===== src/rtl/bru_pkg.sv =====
package bru_pkg;
    localparam int PC_W       = 16;
    localparam int OFF_W      = 8;
    localparam int SEL_W      = 4;
    localparam int INSN_BYTES = 2;

    typedef enum logic [SEL_W-1:0] {
        COND_ALWAYS = 4'd0,
        COND_EQ     = 4'd1,
        COND_NE     = 4'd2,
        COND_CS     = 4'd3,
        COND_CC     = 4'd4,
        COND_MI     = 4'd5,
        COND_PL     = 4'd6,
        COND_VS     = 4'd7,
        COND_VC     = 4'd8
    } cond_e;

    typedef struct packed {
        logic n;
        logic z;
        logic v;
        logic c;
    } flags_t;

    typedef enum logic {
        ST_IDLE,
        ST_RESULT
    } fsm_e;
endpackage


===== src/rtl/bru_cond_eval.sv =====
module bru_cond_eval
    import bru_pkg::*;
#(
    parameter int SW = SEL_W
) (
    input  logic [SW-1:0] sel,
    input  flags_t        flags,
    output logic          take
);
    always_comb begin
        unique case (sel)
            COND_ALWAYS: take = 1'b1;
            COND_EQ:     take = flags.z;
            COND_NE:     take = ~flags.z;
            COND_CS:     take = flags.c;
            COND_CC:     take = ~flags.c;
            COND_MI:     take = flags.n;
            COND_PL:     take = ~flags.n;
            COND_VS:     take = flags.v;
            COND_VC:     take = ~flags.v;
            default:     take = 1'b0;
        endcase
    end
endmodule


===== src/rtl/bru_target_calc.sv =====
module bru_target_calc #(
    parameter int AW    = 16,
    parameter int OW    = 8,
    parameter int STEP  = 2
) (
    input  logic [AW-1:0] base,
    input  logic [OW-1:0] disp,
    output logic [AW-1:0] fall_thru,
    output logic [AW-1:0] target
);
    logic [AW-1:0] disp_ext;

    generate
        if (OW < AW) begin : g_sext
            assign disp_ext = {{(AW-OW){disp[OW-1]}}, disp};
        end else begin : g_trunc
            assign disp_ext = disp[AW-1:0];
        end
    endgenerate

    assign fall_thru = base + AW'(STEP);
    assign target    = fall_thru + disp_ext;
endmodule


===== src/rtl/branch_target_unit.sv =====
module branch_target_unit
    import bru_pkg::*;
#(
    parameter int AW   = PC_W,
    parameter int OW   = OFF_W,
    parameter int SW   = SEL_W,
    parameter int STEP = INSN_BYTES
) (
    input  logic          clk,
    input  logic          rst_n,
    input  logic          req_valid,
    input  logic [AW-1:0] op_addr,
    input  logic [OW-1:0] offset,
    input  logic [SW-1:0] cond_sel,
    input  logic          flag_n,
    input  logic          flag_z,
    input  logic          flag_v,
    input  logic          flag_c,
    output logic          rsp_valid,
    output logic          rsp_taken,
    output logic [AW-1:0] next_pc
);
    fsm_e          state_q, state_d;
    flags_t        flags;
    logic          take_c;
    logic [AW-1:0] fall_c, tgt_c;

    assign flags = '{n: flag_n, z: flag_z, v: flag_v, c: flag_c};

    bru_cond_eval #(.SW(SW)) u_cond (
        .sel   (cond_sel),
        .flags (flags),
        .take  (take_c)
    );

    bru_target_calc #(.AW(AW), .OW(OW), .STEP(STEP)) u_tgt (
        .base      (op_addr),
        .disp      (offset),
        .fall_thru (fall_c),
        .target    (tgt_c)
    );

    always_comb begin
        state_d = state_q;
        unique case (state_q)
            ST_IDLE:   if (req_valid)  state_d = ST_RESULT;
            ST_RESULT: if (!req_valid) state_d = ST_IDLE;
            default:   state_d = ST_IDLE;
        endcase
    end

    always_ff @(posedge clk or negedge rst_n) begin
        if (!rst_n) state_q <= ST_IDLE;
        else        state_q <= state_d;
    end

    always_ff @(posedge clk or negedge rst_n) begin
        if (!rst_n) begin
            rsp_taken <= 1'b0;
            next_pc   <= '0;
        end else if (req_valid) begin
            rsp_taken <= take_c;
            next_pc   <= take_c ? tgt_c : fall_c;
        end
    end

    assign rsp_valid = (state_q == ST_RESULT);
endmodule


===== config.mk =====
export PLATFORM = sky130hd
export DESIGN_NAME = branch_target_unit
export DESIGN_NICKNAME = d
export VERILOG_FILES = /design/src/rtl/bru_pkg.sv /design/src/rtl/bru_cond_eval.sv /design/src/rtl/bru_target_calc.sv /design/src/rtl/branch_target_unit.sv
export SDC_FILE = /design/constraint.sdc
export NUM_CORES = 1
export LEC_CHECK = 0
export BUFFER_PORTS_ARGS = -buffer_cell sky130_fd_sc_hd__buf_2
export CORE_ASPECT_RATIO = 1.75
export CORE_MARGIN = 3
export CORE_UTILIZATION = 40
export DETAILED_ROUTE_END_ITERATION = 6
export PLACE_DENSITY_LB_ADDON = 0.05
export SLEW_MARGIN = 25
export SYNTH_ARGS = -nofsm -noshare
export SYNTH_HDL_FRONTEND = slang
export SYNTH_SLANG_ARGS = --single-unit

===== constraint.sdc =====
create_clock -name clk -period 2.1 [get_ports clk]
set_clock_uncertainty 0.05 [all_clocks]
set_input_delay 0.42 -clock clk [delete_from_list [all_inputs] [get_ports clk]]
set_output_delay 0.42 -clock clk [all_outputs]
set_load 0.01 [all_outputs]

==> impl_metrics.toml <==
[layout]
drive_gt1_share_pct = 56.9
antenna-diode-count = 0
layoutNonFillerInstCount = 415
nFillCells = 303
areaGrowthSynthToFinish_pct = 82.1
fin_nets = 421

[logic_synthesis]
synth_seq_cells = 18
synth-edff-count = 0
synth_top_area_cell = "dfrtp_1"
synth.avg_cell_area_um2 = 7.97
synthTopCellsByArea = "dfrtp_1 (24%), ha_1 (13%), xnor2_1 (6.5%)"
synth_warnings = 0
synthArstFlopShare_pct = 100
netlist_top_cells_count = "nand2_1 (25), ha_1 (20), nor2_1 (19)"
ys_types = 44
syn_inst = 237
synth.most_common_cell = "nand2_1"
netlist_area_um2 = 1890
synth_top_area_share_pct = 23.9
syn_nets = 293
ys_seq_area_share_pct = 23.9
synth-main-ff-cell = "dfrtp_1"

[worst_setup_path]
crit_path_end_kind = "register"
r2r-start = "next_pc[10]"
crit_chain = "buf_6 > and4_4 > nand4_1 > xnor2_2 > ha_4 > a21o_1 > a2bb2oi_2 > o21ai_2 > o21a_1 > or4_4 > nand3_2"
arrival_ns = 2.54
crit_start = "op_addr[3]"
rr_worst_depth = 3
rr_endpoint = "next_pc[10]"
worstSetupPathType = "in2reg"
cpPeakStageDelay_ns = 0.42
cp.required_ns = 2.24
ff2ff_setup_slack_ns = 1.16
cp-start-kind = "primary input"
slowest_stage = "or4_4"
critPathMaxFanout = 6

[timing]
slew_violations = 0
tns_ns = -1.72
post-route-period-util_pct = 114
period_needed_ns = 2.40
fin_ws_ns = -0.300
hold_viol = 0
worst_slew_pin_slew_ns = 0.552
fmax_ghz = 0.417
rsz0062_at_grt = "true"
max_slew_margin_pct = 63.2
setup_violations = 9

[floorplan]
ios = 53
core-area_um2 = 4480
dieArea_um2 = 5610
die_h_um = 96.9
die_x_um = 57.9
row_count = 32
start_util_pct = 42.1

[clocking]
root_buffer = "clkbuf_8"
cts-buffers-inserted = 3
cts_sinks = 18
path_clk_slew_ns = 0.06
cts_tree = "yes"
cts-htree-levels = 1
clock_path_buffers = 2
clk_latency_ns = 0.25

[global_routing]
grtUsageMet3_pct = 1.60
antenna_found_initial = 0
grt_usage_pct = 21.8
grt_use_met1_pct = 26.0
grt_overflow = 0
grt_pass1_wl_um = 9830
met2_usage_pct = 39.9
grt_max_degree = 31
grt_pass1_vias = 2201
grt.busiest_layer = "met2"

[pwr]
p_sw_uw = 565
cellLeakagePower_nw = 1.57
swShare_pct = 35.1
p_int_mw = 1.04
power_mw = 1.61
p_comb_share_pct = 56.6
power_frac_seq_pct = 26.3
p_per_area_nw_per_um2 = 467
ir_worst_vdd_v = 0.000473
clkPwrFrac_pct = 17.0

[route]
ant_nets = 0
first_pass_iters = 4
first_iter_violations = 65
via_per_inst = 5.49
drc = 0
wl_per_cell_um = 15.7
finalWirelength_um = 6510
num_vias = 2278

[placed_design]
hpwl_um = 4540
placed_cells = 396
gp_congestion = 0.829
portBuffers = 52

[min_path]
hp-class = "in2async"

[outcome]
status = "complete, but fails checks"
failed_checks = "setup timing"

[run]
max_cap_violations = 0
[sequential cells by signal (all words and copies together) (netlist names)]
register and count:
next_pc 16, rsp_valid 1, rsp_taken 1
[layout make-up]
type                            count  area (µm²)  area share (%)
Multi-Input combinational cell    203        1890            55.1
Timing Repair Buffer              133         952            27.7
Sequential cell                    18         450            13.1
Tap cell                           51        63.8            1.86
Clock buffer                        4        55.1            1.60
Inverter                            6        22.5           0.655
[cells by family after synthesis]
| logic type | Yosys count | synth area share [%] |
|---|---|---|
| AOI/OAI and AO/OA | 67 | 23.7 |
| buffers and inverters | 16 | 3.31 |
| adders and majority gates | 21 | 14.3 |
| and+or+nand+nor | 94 | 24.9 |
| xor gates and xnor gates | 18 | 8.35 |
| muxes | 3 | 1.59 |
| DFF | 18 | 23.9 |
[how the worst max path moves through the flow]
stage / end / slack [ns] / cells past startpoint
global placement: next_pc[12] / -0.63 / 11
CTS: next_pc[12] / -0.26 / 11
floorplan: next_pc[12] / -0.42 / 13
detailed placement: next_pc[15] / -0.69 / 12
finish: next_pc[12] / -0.30 / 11
global route: next_pc[15] / -0.41 / 12
[critical path: cells and delay by family]
kind                     cells  cell delay [ns]
buffers and inverters        1             0.07
AND/OR/NAND/NOR              4             0.89
XOR/XNOR                     1             0.28
AO/OA/AOI/OAI                4             0.63
adder cells (fa/ha/maj)      1             0.26
[timing repair]
item	CTS	global route
buffers inserted	12	4
pin swaps	36	35
setup endpoints to repair	11	11
resized for setup	45	33
hold buffers	0	0
[placed cells by master (no fill, tap or decap), types with 4 or more instances in the layout]
cell	count
buf_6	7
buf_4	77
nand3_2	6
nand4_1	9
ha_1	7
nand2_1	24
ha_4	12
a31oi_1	11
a21o_1	4
inv_1	6
o21ai_0	5
dfrtp_1	18
a21oi_1	11
xnor2_2	9
buf_2	45
nor2_1	17
clkbuf_8	4
nand3_1	8
nor2b_1	5
a21oi_2	4
o21ai_2	5
[through the flow]
stage	setup slack (ns)	area [µm²]	util, %	hold slack (ns)
2_1_floorplan	-0.421	2030	-	0.0744
3_3_place_gp	-0.634	2800	62.3	0.309
3_5_place_dp	-0.693	2800	62.3	0.311
4_1_cts	-0.258	3180	70.9	0.0375
5_1_grt	-0.410	3440	76.7	0.0611
6_report	-0.300	3440	76.7	0.0311
[power by group through the flow]
stage | logic, mW | clock network [mW] | registers (mW)
after floorplan | 0.372 | 0 | 0.453
after global placement | 0.699 | 0 | 0.425
after detailed placement | 0.707 | 0 | 0.429
after CTS | 0.812 | 0.281 | 0.423
after global routing | 0.985 | 0.296 | 0.428
final | 0.910 | 0.274 | 0.423
[metal layers]
metal	vias to the layer above	routed length [µm]
met2	59	3630
met5	-	0
met4	0	154
li1	1136	-
met3	12	193
met1	1071	2530
Power figures use the tool's default switching activity.
